==> src/rtl/acc_alu_pkg.sv <==
package acc_alu_pkg;

    localparam int OP_W      = 6;
    localparam int NUM_LEGAL = 40;

    // status bit positions
    localparam int ST_C   = 0;
    localparam int ST_Z   = 1;
    localparam int ST_I   = 2;
    localparam int ST_D   = 3;
    localparam int ST_B   = 4;
    localparam int ST_ONE = 5;
    localparam int ST_V   = 6;
    localparam int ST_N   = 7;
    localparam logic [7:0] ST_INIT = 8'h22;

    localparam logic [1:0] KIND_HOLD  = 2'd0;
    localparam logic [1:0] KIND_RUN   = 2'd1;
    localparam logic [1:0] KIND_INIT  = 2'd2;

    typedef enum logic [OP_W-1:0] {
        OP_NOP  = 6'd0,  OP_ADC  = 6'd1,  OP_SBC  = 6'd2,  OP_AND  = 6'd3,
        OP_ORA  = 6'd4,  OP_EOR  = 6'd5,  OP_SLA  = 6'd6,  OP_SLM  = 6'd7,
        OP_SRA  = 6'd8,  OP_SRM  = 6'd9,  OP_RLA  = 6'd10, OP_RLM  = 6'd11,
        OP_RRA  = 6'd12, OP_RRM  = 6'd13, OP_INCM = 6'd14, OP_DECM = 6'd15,
        OP_INX  = 6'd16, OP_INY  = 6'd17, OP_DEX  = 6'd18, OP_DEY  = 6'd19,
        OP_CMPA = 6'd20, OP_CMPX = 6'd21, OP_CMPY = 6'd22, OP_BIT  = 6'd23,
        OP_LDA  = 6'd24, OP_LDX  = 6'd25, OP_LDY  = 6'd26, OP_STA  = 6'd27,
        OP_PHA  = 6'd28, OP_PLA  = 6'd29, OP_PLS  = 6'd30, OP_RTI  = 6'd31,
        OP_CLC  = 6'd32, OP_SEC  = 6'd33, OP_CLD  = 6'd34, OP_SED  = 6'd35,
        OP_CLI  = 6'd36, OP_SEI  = 6'd37, OP_CLV  = 6'd38, OP_BRK  = 6'd39
    } op_e;

endpackage

==> src/rtl/acc_alu_decode.sv <==
module acc_alu_decode
    import acc_alu_pkg::*;
(
    input  logic [OP_W-1:0] code_i,
    output op_e             op_o,
    output logic            legal_o
);
    always_comb begin
        legal_o = (int'(code_i) < NUM_LEGAL);
        op_o    = legal_o ? op_e'(code_i) : OP_NOP;
    end
endmodule

==> src/rtl/acc_alu_exec.sv <==
module acc_alu_exec
    import acc_alu_pkg::*;
#(
    parameter int DW = 8
) (
    input  op_e           op_i,
    input  logic [DW-1:0] m_i,
    input  logic [DW-1:0] a_i,
    input  logic [DW-1:0] x_i,
    input  logic [DW-1:0] y_i,
    input  logic [7:0]    p_i,
    input  logic [DW-1:0] r_i,
    output logic [DW-1:0] a_o,
    output logic [DW-1:0] x_o,
    output logic [DW-1:0] y_o,
    output logic [7:0]    p_o,
    output logic [DW-1:0] r_o
);
    localparam int MSB = DW - 1;

    logic [DW:0]   sum;
    logic [DW-1:0] dif;
    logic [DW-1:0] cmp_src;
    logic [DW-1:0] zn_val;
    logic          zn_upd;
    logic          cin;

    always_comb begin
        a_o = a_i; x_o = x_i; y_o = y_i; p_o = p_i; r_o = r_i;
        cin     = p_i[ST_C];
        sum     = {1'b0, a_i} + {1'b0, m_i} + {{DW{1'b0}}, cin};
        dif     = a_i + ~m_i + {{(DW-1){1'b0}}, cin};
        cmp_src = (op_i == OP_CMPX) ? x_i : (op_i == OP_CMPY) ? y_i : a_i;
        zn_val  = '0;
        zn_upd  = 1'b0;
        unique case (op_i)
            OP_ADC: begin
                a_o = sum[MSB:0]; r_o = sum[MSB:0];
                p_o[ST_C] = sum[DW];
                p_o[ST_V] = (a_i[MSB] == m_i[MSB]) && (sum[MSB] != a_i[MSB]);
                zn_val = sum[MSB:0]; zn_upd = 1'b1;
            end
            OP_SBC: begin
                a_o = dif; r_o = dif;
                p_o[ST_C] = ~dif[MSB];
                p_o[ST_V] = (a_i[MSB] == m_i[MSB]) && (dif[MSB] != a_i[MSB]);
                zn_val = dif; zn_upd = 1'b1;
            end
            OP_AND: begin a_o = a_i & m_i; r_o = a_o; zn_val = a_o; zn_upd = 1'b1; end
            OP_ORA: begin a_o = a_i | m_i; r_o = a_o; zn_val = a_o; zn_upd = 1'b1; end
            OP_EOR: begin a_o = a_i ^ m_i; r_o = a_o; zn_val = a_o; zn_upd = 1'b1; end
            OP_SLA: begin
                p_o[ST_C] = a_i[MSB]; a_o = {a_i[MSB-1:0], 1'b0};
                r_o = a_o; zn_val = a_o; zn_upd = 1'b1;
            end
            OP_SLM: begin
                p_o[ST_C] = m_i[MSB]; r_o = {m_i[MSB-1:0], 1'b0};
                zn_val = r_o; zn_upd = 1'b1;
            end
            OP_SRA: begin
                p_o[ST_C] = a_i[0]; a_o = {1'b0, a_i[MSB:1]};
                r_o = a_o; zn_val = a_o; zn_upd = 1'b1;
            end
            OP_SRM: begin
                p_o[ST_C] = m_i[0]; r_o = {1'b0, m_i[MSB:1]};
                zn_val = r_o; zn_upd = 1'b1;
            end
            OP_RLA: begin
                p_o[ST_C] = a_i[MSB]; a_o = {a_i[MSB-1:0], cin};
                r_o = a_o; zn_val = a_o; zn_upd = 1'b1;
            end
            OP_RLM: begin
                p_o[ST_C] = m_i[MSB]; r_o = {m_i[MSB-1:0], cin};
                zn_val = r_o; zn_upd = 1'b1;
            end
            OP_RRA: begin
                p_o[ST_C] = a_i[0]; a_o = {cin, a_i[MSB:1]};
                r_o = a_o; zn_val = a_o; zn_upd = 1'b1;
            end
            OP_RRM: begin
                p_o[ST_C] = m_i[0]; r_o = {cin, m_i[MSB:1]};
                zn_val = r_o; zn_upd = 1'b1;
            end
            OP_INCM: begin r_o = m_i + 1'b1; zn_val = r_o; zn_upd = 1'b1; end
            OP_DECM: begin r_o = m_i - 1'b1; zn_val = r_o; zn_upd = 1'b1; end
            OP_INX:  begin x_o = x_i + 1'b1; zn_val = x_o; zn_upd = 1'b1; end
            OP_INY:  begin y_o = y_i + 1'b1; zn_val = y_o; zn_upd = 1'b1; end
            OP_DEX:  begin x_o = x_i - 1'b1; zn_val = x_o; zn_upd = 1'b1; end
            OP_DEY:  begin y_o = y_i - 1'b1; zn_val = y_o; zn_upd = 1'b1; end
            OP_CMPA, OP_CMPX, OP_CMPY: begin
                zn_val = cmp_src - m_i; zn_upd = 1'b1;
                p_o[ST_C] = (cmp_src >= m_i);
            end
            OP_BIT: begin
                p_o[ST_Z] = ((a_i & m_i) == '0);
                p_o[ST_N] = m_i[MSB];
                p_o[ST_V] = m_i[MSB-1];
            end
            OP_LDA, OP_PLA: begin a_o = m_i; r_o = m_i; zn_val = m_i; zn_upd = 1'b1; end
            OP_LDX: begin x_o = m_i; zn_val = m_i; zn_upd = 1'b1; end
            OP_LDY: begin y_o = m_i; zn_val = m_i; zn_upd = 1'b1; end
            OP_STA, OP_PHA: r_o = a_i;
            OP_PLS, OP_RTI: begin
                p_o = m_i[7:0];
                p_o[ST_ONE] = 1'b1;
            end
            OP_CLC: p_o[ST_C] = 1'b0;
            OP_SEC: p_o[ST_C] = 1'b1;
            OP_CLD: p_o[ST_D] = 1'b0;
            OP_SED: p_o[ST_D] = 1'b1;
            OP_CLI: p_o[ST_I] = 1'b0;
            OP_SEI: p_o[ST_I] = 1'b1;
            OP_CLV: p_o[ST_V] = 1'b0;
            OP_BRK: p_o[ST_B] = 1'b1;
            default: ;
        endcase
        if (zn_upd) begin
            p_o[ST_Z] = (zn_val == '0);
            p_o[ST_N] = zn_val[MSB];
        end
    end
endmodule

==> src/rtl/acc_alu.sv <==
module acc_alu
    import acc_alu_pkg::*;
#(
    parameter int DW = 8
) (
    input  logic            clk,
    input  logic            rst_n,
    input  logic [1:0]      kind_i,
    input  logic [OP_W-1:0] op_i,
    input  logic [DW-1:0]   mem_i,
    output logic [DW-1:0]   result_o,
    output logic [7:0]      status_o,
    output logic [DW-1:0]   x_o,
    output logic [DW-1:0]   y_o,
    output logic            illegal_o
);
    typedef struct packed {
        logic [DW-1:0] a;
        logic [DW-1:0] x;
        logic [DW-1:0] y;
        logic [DW-1:0] res;
        logic [7:0]    p;
        logic          ill;
    } state_t;

    state_t st_d, st_q, st_init;

    op_e           op_dec;
    logic          legal;
    logic [DW-1:0] a_x, x_x, y_x, r_x;
    logic [7:0]    p_x;

    acc_alu_decode u_dec (
        .code_i (op_i),
        .op_o   (op_dec),
        .legal_o(legal)
    );

    acc_alu_exec #(.DW(DW)) u_exec (
        .op_i(op_dec), .m_i(mem_i),
        .a_i(st_q.a), .x_i(st_q.x), .y_i(st_q.y), .p_i(st_q.p), .r_i(st_q.res),
        .a_o(a_x), .x_o(x_x), .y_o(y_x), .p_o(p_x), .r_o(r_x)
    );

    always_comb begin
        st_init = '{a: '0, x: '0, y: '0, res: '0, p: ST_INIT, ill: 1'b0};
        st_d     = st_q;
        st_d.ill = 1'b0;
        case (kind_i)
            KIND_RUN: begin
                if (legal) begin
                    st_d.a = a_x; st_d.x = x_x; st_d.y = y_x;
                    st_d.p = p_x; st_d.res = r_x;
                end else begin
                    st_d.ill = 1'b1;
                end
            end
            KIND_INIT: st_d = st_init;
            default: ;
        endcase
    end

    always_ff @(posedge clk) begin
        if (!rst_n) st_q <= st_init;
        else        st_q <= st_d;
    end

    assign result_o  = st_q.res;
    assign status_o  = st_q.p;
    assign x_o       = st_q.x;
    assign y_o       = st_q.y;
    assign illegal_o = st_q.ill;
endmodule

==> config.mk <==
export PLATFORM = sky130hd
export DESIGN_NAME = acc_alu
export DESIGN_NICKNAME = d
export VERILOG_FILES = /design/src/rtl/acc_alu_pkg.sv /design/src/rtl/acc_alu_decode.sv /design/src/rtl/acc_alu_exec.sv /design/src/rtl/acc_alu.sv
export SDC_FILE = /design/constraint.sdc
export NUM_CORES = 1
export LEC_CHECK = 0
export BUFFER_PORTS_ARGS = -buffer_cell sky130_fd_sc_hd__buf_2
export CORE_ASPECT_RATIO = 1.25
export CORE_MARGIN = 5
export CORE_UTILIZATION = 52
export DETAILED_ROUTE_END_ITERATION = 12
export GPL_TIMING_DRIVEN = 0
export PLACE_DENSITY = 0.84
export SYNTH_ARGS = -nofsm -noshare
export SYNTH_HDL_FRONTEND = slang
export SYNTH_SLANG_ARGS = --single-unit
export TNS_END_PERCENT = 50
==> constraint.sdc <==
create_clock -name clk -period 4 [get_ports clk]
set_input_delay 0.6 -clock clk [delete_from_list [all_inputs] [get_ports clk]]
set_output_delay 0.6 -clock clk [all_outputs]
set_load 0.03 [all_outputs]
# ---- After elaboration in Yosys (flattened, before gate mapping)
# Index checks and enable logic that the tools add are counted.
dict set report op_classes {
  addsub 11
  magnitude_cmp 2
  n_eq_ne 57
  mux 22
  bitwise 5
  n_reduce_logical 28
}
# op n
set op_table {}
lappend op_table {{case mux 8 bit (21 select lines)} 1}
lappend op_table {{case mux 8 bit (17 select lines)} 1}
lappend op_table {{== test 6 x 5 -> 1 bit, second input constant} 16}
lappend op_table {{case mux 41 bit (2 select lines)} 1}
lappend op_table {{case mux 8 bit (10 select lines)} 1}
lappend op_table {{== test 6 x 4 -> 1 bit, second input constant} 8}
lappend op_table {{== test 6 bit, second input constant} 8}
lappend op_table {{case mux 8 bit (3 select lines)} 2}
lappend op_table {{two-way mux 40 bit} 1}
lappend op_table {{AND reduction 3 bit} 12}
lappend op_table {{OR reduction 26 bit} 1}
lappend op_table {{adder 8 x 1 -> 8 bit, second input constant} 3}
lappend op_table {{== test 6 x 3 -> 1 bit, second input constant} 4}
lappend op_table {{subtractor 8 x 1 -> 8 bit, second input constant} 3}
lappend op_table {{inequality test 4 x 1 -> 1 bit, second input constant} 5}
lappend op_table {{inequality test 18 x 1 -> 1 bit, second input constant} 1}
lappend op_table {{logical NOT 8 bit} 2}
lappend op_table {{two-way mux 8 bit} 2}
lappend op_table {{== test 6 x 2 -> 1 bit, second input constant} 2}
lappend op_table {{OR reduction 2 bit} 6}
lappend op_table {{inequality test 11 x 1 -> 1 bit, second input constant} 1}
lappend op_table {{inequality test 10 x 5 -> 1 bit, second input constant} 1}
lappend op_table {{adder 8 x 8 -> 9 bit} 1}
lappend op_table {{adder 9 x 1 -> 9 bit} 1}
lappend op_table {{other kinds (30)} 41}
dict set report totals {
  ff_bits 41
  wordCells 138
}

# ---- Logic depth before layout (Yosys ltp)
# Gate-level depths: netlist of the first run.
dict set report logic_depth {
  ltp_word 11
  mapped_depth 18
}

# ---- By module
# A second synthesis of the first run with hierarchy kept.
dict set report hier_totals {
  cells_unflattened 792
  hier_area_um2 5844.4
}
# module n_inst cells_per_inst area_per_inst_um2
set modules_own_cells {}
lappend modules_own_cells {acc_alu_exec 1 610 4018.9}
lappend modules_own_cells {acc_alu 1 175 1778.0}
lappend modules_own_cells {acc_alu_decode 1 7 47.5}

# ---- Worst setup path after synthesis of the first run
# OpenSTA, ideal clock, no wires.
dict set report synth_timing {
  path_type {input-to-reg}
  from {input op_i[3]}
  to {register st_q, in the netlist status_o[1]}
  arrival_time_ns 3.785
  t_required_ns 3.921
  path_slack_ns 0.135
  cell_stages 17
  n_path_buf 4
  path_cell_list {buf_4 > buf_6 > nor4bb_1 > and2_1 > clkbuf_1 > clkbuf_1 > a21oi_1 > ha_1 > inv_1 > fa_1 > nor2b_1 > o221ai_1 > nor3_1 > nand4_1 > nor4_1 > nand3_1 > a211oi_2}
}
dict set report synth_via {
  elab_chain_cells 11
  elab_cells_between_ends 48
  classes_between {add/sub (1); order compare (1); eq/ne (31); mux (9); reduce/logical (6)}
}
# item line_no
set synth_rtl {}
lappend synth_rtl {{from (decl)} acc_alu.sv:9} ;# input logic [OP_W-1:0] op_i,
lappend synth_rtl {{less-than comparator 6 bit} acc_alu_decode.sv:9} ;# legal_o = (int'(code_i) < NUM_LEGAL);
lappend synth_rtl {{two-way mux 6 bit} acc_alu_decode.sv:10} ;# op_o = legal_o ? op_e'(code_i) : OP_NOP;
lappend synth_rtl {{== test 6 x 5 -> 1 bit} {acc_alu_exec.sv:33, acc_alu_exec.sv:36}}
lappend synth_rtl {{two-way mux 8 bit (2 in a row)} acc_alu_exec.sv:33} ;# cmp_src = (op_i == OP_CMPX) ? x_i : (op_i == OP_CMPY) ? y_i : a_i;
lappend synth_rtl {{subtractor 8 bit} acc_alu_exec.sv:91} ;# zn_val = cmp_src - m_i; zn_upd = 1'b1;
lappend synth_rtl {{case mux 8 bit (21 select lines)} acc_alu_exec.sv:36} ;# unique case (op_i)
lappend synth_rtl {{logical NOT 8 bit} acc_alu_exec.sv:118} ;# p_o[ST_Z] = (zn_val == '0);
lappend synth_rtl {{two-way mux 1 bit} acc_alu_exec.sv:117} ;# if (zn_upd) begin
lappend synth_rtl {{two-way mux 40 bit} acc_alu.sv:51} ;# if (legal) begin
lappend synth_rtl {{case mux 41 bit (2 select lines)} acc_alu.sv:49} ;# case (kind_i)
lappend synth_rtl {{to (signal assigned)} acc_alu.sv:64} ;# if (!rst_n) st_q <= st_init;
lappend synth_rtl {{to (signal assigned)} acc_alu.sv:65} ;# else st_q <= st_d;
lappend synth_rtl {{to (decl)} acc_alu.sv:26} ;# state_t st_d, st_q, st_init;
# Parallel ways exist; a longest one is shown, timed or not. The select of a mux whose other input is x is not followed.
# A chain may end at the register's enable or synchronous reset.

# ---- Final worst setup path of the first run
# Same ends and word-level chain as after synthesis.

==> results of run 1 <==
[registers in the layout (all words and copies together) (netlist names)]
register,cells
st_q,8
status_o,8
illegal_o,1
y_o,8
result_o,8
x_o,8
[synth_stat cells (all sizes together) (9+ instances only)]
library cell  count
o31ai            10
nor2             58
a211oi           10
dfxtp            41
nand2b           12
o21ai            47
nor3             20
o21a              9
nand2            94
ha               39
nand3            41
a21boi           17
nor2b            19
and3              9
o22ai            14
buf              64
a221o            11
xnor2            26
a22oi            18
inv              40
a31oi            11
clkbuf           31
o2111ai           9
a21oi            62
and2             21
o221ai           12
nand4            11
[worst reg2reg max path, stage by stage (launching register included)]
cell and delay [ns]:
sky130_fd_sc_hd__dfxtp_1 0.57, sky130_fd_sc_hd__inv_1 0.17, sky130_fd_sc_hd__fa_1 0.46, sky130_fd_sc_hd__fa_1 0.44, sky130_fd_sc_hd__nor2b_1 0.17, sky130_fd_sc_hd__o22ai_1 0.14
sky130_fd_sc_hd__xor2_2 0.25, sky130_fd_sc_hd__a21oi_1 0.17, sky130_fd_sc_hd__or3_1 0.41, sky130_fd_sc_hd__nor4_2 0.28, sky130_fd_sc_hd__nand3_1 0.19, sky130_fd_sc_hd__a211oi_2 0.24
[final timing paths]
check                                  from     endpoint  slack (ns)  cells after the start
worst max register to register     st_q[33]  status_o[1]        0.45                     11
worst min register to register  status_o[3]  status_o[3]        0.46                      2
worst max-delay path                op_i[3]  status_o[1]        0.14                     19
worst min-delay path            status_o[3]  status_o[3]        0.46                      2
[cell families after synthesis]
family / count (synthesis) / synth area share, %
compound gates: 291 / 32.0
simple gates: 336 / 29.2
xor+xnor: 31 / 4.38
mux: 8 / 1.28
flops: 41 / 12.9
buf+inv: 136 / 11.0
fa+ha+maj: 44 / 9.24
[power by group through the flow]
stage | registers (uW) | clock network, uW | logic (uW)
after CTS | 432 | 488 | 479
after floorplan | 436 | 0 | 341
after global placement | 441 | 0 | 471
after global routing | 433 | 501 | 535
after detailed placement | 441 | 0 | 473
final | 433 | 485 | 501
[stage by stage]
stage          hold WS (ns)  setup TNS (ns)
6_report              0.462               0
5_1_grt               0.495               0
4_1_cts               0.468               0
3_5_place_dp          0.459           -2.19
3_3_place_gp          0.455           -2.09
2_1_floorplan         0.441               0
[final cells by class]
cell class	instances	area [sq um]
clock inverters	3	43.8
multi-input cells	710	4900
diodes	2	5.00
inverters	41	154
flip-flops and latches	41	821
clock buffers	5	125
plain buffers	94	556
well taps	164	205
fillers	1232	5010
repair buffers	47	235
[per-layer routing]
metal  global-route usage (%)  wire, microns
met5                        0              0
met4                     20.1           1930
met2                     50.8          10300
met1                     39.6           8620
met3                     6.74           2890
[timing repair]
action / in CTS / in global routing
setup buffers: 0 / 0
pin swaps: 1 / 5
gates resized for setup: 11 / 10
setup endpoints to repair: 3 / 2
==> summary.txt, run 1 <==
STA
  • Final setup viols: 0
  • Number of hold violations in the final report: 0
  • Post-route clock period utilization: 96.5%
  • Setup repair after global routing missed its margin: no
  • FMAX: 0.259 GHz
  • Transition time at the pin with the least slew margin: 1.11 ns
  • Setup slack of the critical path after layout: around 0.14 ns
  • Slew HR: between 20% and 30%
  • Pins Over Slew Limit: 0
  • Period minus WS final: 3.86 ns
  • Final Skew: approximately 0.0058 ns

Cells and area
  • Proportion of layout cells with a drive suffix above 1: 17.7%
  • Layout Nets: 1002
  • Commonest non-fill, non-tap cell in the layout: sky130_fd_sc_hd__nand2_1
  • Area Overhead vs Synth: 10.6%
  • Design Area, Final: 7040 sq um
  • Final core occ: 58.4%
  • Most frequent cells in the layout: sky130_fd_sc_hd__nand2_1 (93), sky130_fd_sc_hd__buf_2 (70), sky130_fd_sc_hd__a21oi_1 (60)
  • Cell Count, Final, Fillers Out: between 1000 and 1500

Placement
  • Number of buffer cells added on primary ports: 47
  • Cell area reported after detailed placement: 6810 sq um
  • Number of cells after detailed placement: 1098
  • Post-Place Worst Slack: -0.925 ns
  • Gp weighted congestion: 1.04
  • Total half-perimeter wirelength after legalization and detailed placement: 18.1 mm

Hold path
  • HP Class: flop to flop

Yosys
  • Share of Yosys cell area claimed by the top area cell type: between 10 and 15%
  • Syn Inst Count: a little under 900
  • Register bit total from synthesis: 41
  • Number of flops mapped to enable cells by yosys: 0
  • Most instantiated flip-flop cell in the synthesis netlist: sky130_fd_sc_hd__dfxtp_1
  • Largest cells by area after synthesis: sky130_fd_sc_hd__dfxtp_1 (13%), sky130_fd_sc_hd__ha_1 (7.7%), sky130_fd_sc_hd__nand2_1 (5.5%)
  • Async S/R FF share, synth: 0%
  • Post-synth design cell area: 6360 sq um
  • Count of unique library cells instantiated by Yosys: 95
  • Post-Syn Nets: 949
  • Syn_area_per_cell: roughly 7 sq um
  • Synth warnings: 0
  • Portion of the post-synthesis area used by sequential elements: 12.9%
  • Dominant cell type by area after synthesis: sky130_fd_sc_hd__dfxtp_1

Flow run
  • Number of max-cap violations: 0

Floorplanning
  • Overall die height: 134 microns
  • Floorplan die width: 109 microns
  • # IOs: 51
  • Effective utilization at floorplan: 52.8%
  • Site row count: 45
  • Core area: around 12000 sq um
  • Full die area: 14600 sq um

Detailed routing
  • Drt pass-1 iters: 6
  • Total via count in the routed design: 7509
  • Routed Wire Length: roughly 24 mm
  • Iter 0 DRT Violations: 933
  • Remaining DRCs: 0
  • Post-detailed-route wirelength per cell: 21.5 microns
  • Post-DRT Antenna Nets: 0
  • DR vias/cell: approximately 6.8

Power
  • Internal power summed over all cells: just under 900 uW
  • Sequential share of power: 30.5%
  • IR drop worst, VDD: around 0.00015 V
  • Part of the power in the clock network: 34.2%
  • Switching share of power: 37.6%
  • Leakage power summed over all cells: approximately 0.0029 uW
  • Power density normalized to cell area: 202 nW/um^2
  • Part of the power in combinational logic: 35.3%
  • Switching power of the nets: between 500 and 600 uW
  • Post-layout power: roughly 1400 uW

GRT
  • First-pass GRT wire length: 37.2 mm
  • Overall overflow remaining after global route: 0
  • Via count of the first global-routing pass: a little under 7000
  • Antenna violations before repair: 1
  • GR Util All Layers: about a third
  • Pin count of the biggest net entering global routing: 15

Worst setup path
  • Worst Setup Start Kind: primary input
  • Data arrival time of the critical path: just over 4 ns
  • Req. time, crit path: 4.23 ns
  • Start-to-end type of the worst setup path: primary input to flop
  • WP buf/inv: 5
  • Critical Path Slowest Stage Cell: sky130_fd_sc_hd__nor4bb_4
  • Worst path max stage delay: 0.44 ns
  • Kind of cell adding the most delay to the critical path: compound AO/OA/AOI/OAI gates
  • Critical path fanouts, max: 10
  • Capturing element type of the critical path: flop
  • Critical path, cell by cell: buf_2, buf_4, buf_6, nor4bb_4, nand2_1, buf_4, nand2_1, a21oi_1, a21oi_2, ha_1, inv_1, fa_1, a31oi_1, o21ai_0, xnor2_1, a41oi_2, nor3_2, nand3_1, a211oi_2

CTS
  • Clk pin slew, worst setup/hold paths: ~0.070 ns
  • Buffers from clock root to sink, at most: 2
  • H-tree depth: 2
  • TritonCTS clock tree: built
  • Clock root buffer master: sky130_fd_sc_hd__clkbuf_16
  • CTS Buf Count: 5
  • Number of clock sinks: 41
  • Total of hold buffers inserted after clock tree synthesis: 0
  • Insertion delay of the later-clocked pin in the worst-skew pair: around 0.30 ns

Status
  • Outcome: completed
No activity file was read; power rests on OpenSTA's default activity.
==> run 2: changes to the inputs <==
Settings changed: ABC_AREA set to 1, PLACE_DENSITY 0.84 to 0.7.
==> summary.txt, run 2 <==
Yosys
  • Most instantiated flip-flop cell in the synthesis netlist: sky130_fd_sc_hd__dfxtp_1
  • Share of Yosys cell area claimed by the top area cell type: 17.1% (+4.2 points)
  • Syn_area_per_cell: 5.82 sq um (-19%)
  • Dominant cell type by area after synthesis: sky130_fd_sc_hd__nand2_1
  • Portion of the post-synthesis area used by sequential elements: 12.6% (-0.27 points)
  • Largest cells by area after synthesis: sky130_fd_sc_hd__nand2_1 (17%), sky130_fd_sc_hd__dfxtp_1 (13%), sky130_fd_sc_hd__nand3_1 (8.5%)
  • Ranking of synthesized cells by instance count: sky130_fd_sc_hd__nand2_1 (296), sky130_fd_sc_hd__inv_1 (122), sky130_fd_sc_hd__nand3_1 (111), sky130_fd_sc_hd__nor2_1 (101), sky130_fd_sc_hd__a21oi_1 (61)
  • Cell with the most instances after synthesis: sky130_fd_sc_hd__nand2_1
  • Register bit total from synthesis: 41 (unchanged)
  • Syn Inst Count: 1117 (+26%)
  • Async S/R FF share, synth: 0% (unchanged)
  • Number of flops mapped to enable cells by yosys: 0 (unchanged)
  • Post-synth design cell area: 6500 sq um (+2.1%)
  • Count of unique library cells instantiated by Yosys: 51 (-46%)
  • Post-Syn Nets: 1179 (+24%)
  • Synth warnings: 0 (unchanged)

Floorplanning
  • Effective utilization at floorplan: 53.2% (+0.38 points)
  • Core area: 12200 sq um (+1.4%)
  • Site row count: 45 (unchanged)
  • Floorplan die width: 110 microns (+0.96%)
  • # IOs: 51 (unchanged)
  • Full die area: 14900 sq um (+1.9%)
  • Overall die height: 135 microns (+0.98%)

CTS
  • TritonCTS clock tree: built
  • CTS Buf Count: 5 (unchanged)
  • Insertion delay of the later-clocked pin in the worst-skew pair: 0.30 ns (about the same)
  • Buffers from clock root to sink, at most: 2 (unchanged)
  • Clk pin slew, worst setup/hold paths: 0.06 ns (about the same)
  • Clock root buffer master: sky130_fd_sc_hd__clkbuf_16
  • Total of hold buffers inserted after clock tree synthesis: 0 (unchanged)
  • Number of clock sinks: 41 (unchanged)
  • H-tree depth: 2 (unchanged)

STA
  • Final setup viols: 0 (unchanged)
  • Transition time at the pin with the least slew margin: 0.780 ns (-0.327 ns)
  • Pins Over Slew Limit: 0 (unchanged)
  • Setup repair after global routing missed its margin: no
  • Period minus WS final: 3.80 ns (-0.0647 ns)
  • FMAX: 0.263 GHz (+1.7%)
  • Number of hold violations in the final report: 0 (unchanged)
  • Slew HR: 48.0% (+22 points)
  • WHS: 0.464 ns (+0.00161 ns)
  • Final Skew: 0.0133 ns (+0.00748 ns)
  • Post-route clock period utilization: 94.9% (-1.6 points)

Detailed routing
  • Post-DRT Antenna Nets: 0 (unchanged)
  • Drt pass-1 iters: 8 (+2)
  • Routed Wire Length: 26.4 mm (+11%)
  • Total via count in the routed design: 8084 (+7.7%)
  • Iter 0 DRT Violations: 964 (+3.3%)
  • DR vias/cell: 5.98 (-12%)
  • Post-detailed-route wirelength per cell: 19.5 microns (-9.2%)
  • Remaining DRCs: 0 (unchanged)

Cells and area
  • Cell Count, Final, Fillers Out: 1352 (+22%)
  • Commonest non-fill, non-tap cell in the layout: sky130_fd_sc_hd__nand2_1
  • Layout Nets: 1249 (+25%)
  • Proportion of layout cells with a drive suffix above 1: 15.4% (-2.3 points)
  • Area Overhead vs Synth: 12.3%
  • Most frequent cells in the layout: sky130_fd_sc_hd__nand2_1 (295), sky130_fd_sc_hd__inv_1 (119), sky130_fd_sc_hd__nand3_1 (111)
  • Antenna cell count: 0 (-2)

GRT
  • First-pass GRT wire length: 40.4 mm (+8.5%)
  • Pin count of the biggest net entering global routing: 16 (+1)
  • Layer with the highest usage: met2
  • Antenna violations before repair: 0 (-1)
  • Overall overflow remaining after global route: 0 (unchanged)
  • Met3 global-route usage: 5.98% (-0.76 points)
  • Global-route track usage on met1: 41.0% (+1.5 points)
  • Global routing usage on met2: 57.8% (+7.0 points)
  • GR Util All Layers: 35.3% (+3.0 points)
  • Via count of the first global-routing pass: 7581 (+10%)

Placement
  • Total half-perimeter wirelength after legalization and detailed placement: 20.5 mm (+13%)
  • Gp weighted congestion: 1.06 (+2.2%)
  • Number of buffer cells added on primary ports: 49 (+4.3%)
  • Number of cells after detailed placement: 1330 (+21%)

Power
  • IR drop worst, VDD: 0.000161 V (+4.6%)
  • Leakage power summed over all cells: 0.00376 uW (+32%)
  • Power density normalized to cell area: 209 nW/um^2 (+3.8%)

Flow run
  • Number of max-cap violations: 0 (unchanged)

Hold path
  • Hold path startpoint: result_o[3]
  • Worst hold path depth: 2 (unchanged)
  • HP Class: flop to flop

Worst setup path
  • Worst path max stage delay: 0.66 ns (+0.22 ns)
  • Capturing element type of the critical path: flop
  • Req. time, crit path: 4.16 ns (-0.07 ns)
  • Startpoint of the worst-slack reg-to-reg timing path: st_q[33]
  • Critical Path Slowest Stage Cell: sky130_fd_sc_hd__clkinv_1
  • Cell repeated most along the worst path: sky130_fd_sc_hd__nand3_1
  • FF-to-FF path depth: 18 (+7)
  • Critical path fanouts, max: 10 (unchanged)
  • Data arrival time of the critical path: 3.96 ns (-0.13 ns)
  • Critical path, cell by cell: buf_2, clkbuf_1, clkinv_1, ha_1, inv_1, a221oi_1, nand3_1, nand3_1, nand3_1, nand3b_1, o211ai_1, a21oi_1
  • Worst Setup Start Kind: primary input
  • Start-to-end type of the worst setup path: primary input to flop
  • Launch point of the worst path: mem_i[6]

Status
  • Outcome: completed
## run 2: repair_timing
action,CTS,global route
pin swaps,2,7
setup buffers,2,14
endpoints found under the setup margin,5,3
gates resized for setup,9,25
gates cloned,0,1
## run 2: path summary, 6_finish.rpt
kind,endpoint,slack [ns]
min reg2reg,result_o[3],0.46
min,result_o[3],0.46
max,result_o[7],0.20
max reg2reg,status_o[1],0.50
## run 2: critical path, delay by kind of cell
family                     cells  cell delay [ns]
AOI/OAI and AO/OA              3             0.70
adders and majority gates      1             0.64
buffers and inverters          4             1.34
and+or+nand+nor                4             0.68
## run 2: cell type report
class / instances / area (sq um)
timing repair buffer: 65 / 369
fill: 1327 / 4920
tap: 164 / 205
clock buffer: 6 / 139
clock inverter: 2 / 13.8
sequential: 41 / 821
buffer: 70 / 430
timing repair inverter: 1 / 5.00
inverter: 135 / 520
multi-input combinational: 868 / 4800
## run 2: through the flow
stage          TNS [ns]  cell area (sq um)  power, uW  util [%]  setup slack (ns)
2_1_floorplan         0               6500        858         -             0.287
3_3_place_gp      -2.91               6950       1040      56.9            -0.707
3_5_place_dp      -2.89               6950       1040      56.9            -0.735
4_1_cts               0               7130       1480      58.3            0.0262
5_1_grt               0               7300       1590      59.7           0.00282
6_report              0               7300       1530      59.7             0.205
## run 2: layer usage
metal	routed length, microns	vias to the layer above
met5	0	-
met4	2030	0
met3	2260	145
met2	12300	513
met1	9780	3584
li1	-	3842
## run 2: report_power, final
group	switching (uW)	internal [uW]	total [uW]
Clock	205	250	454
Sequential	17.5	422	440
Combinational	437	196	634
Total	659	868	1530
## run 2: cell families (layout without fill, tap and decap cells)
| logic type | Yosys count | in the layout | synth area share (%) |
|---|---|---|---|
| and+or+nand+nor | 626 | 626 | 43.7 |
| buffers and inverters | 208 | 279 | 14.4 |
| AOI/OAI and AO/OA | 167 | 167 | 16.1 |
| adders and majority gates | 44 | 44 | 9.05 |
| DFF | 41 | 41 | 12.6 |
| xor gates and xnor gates | 31 | 31 | 4.18 |
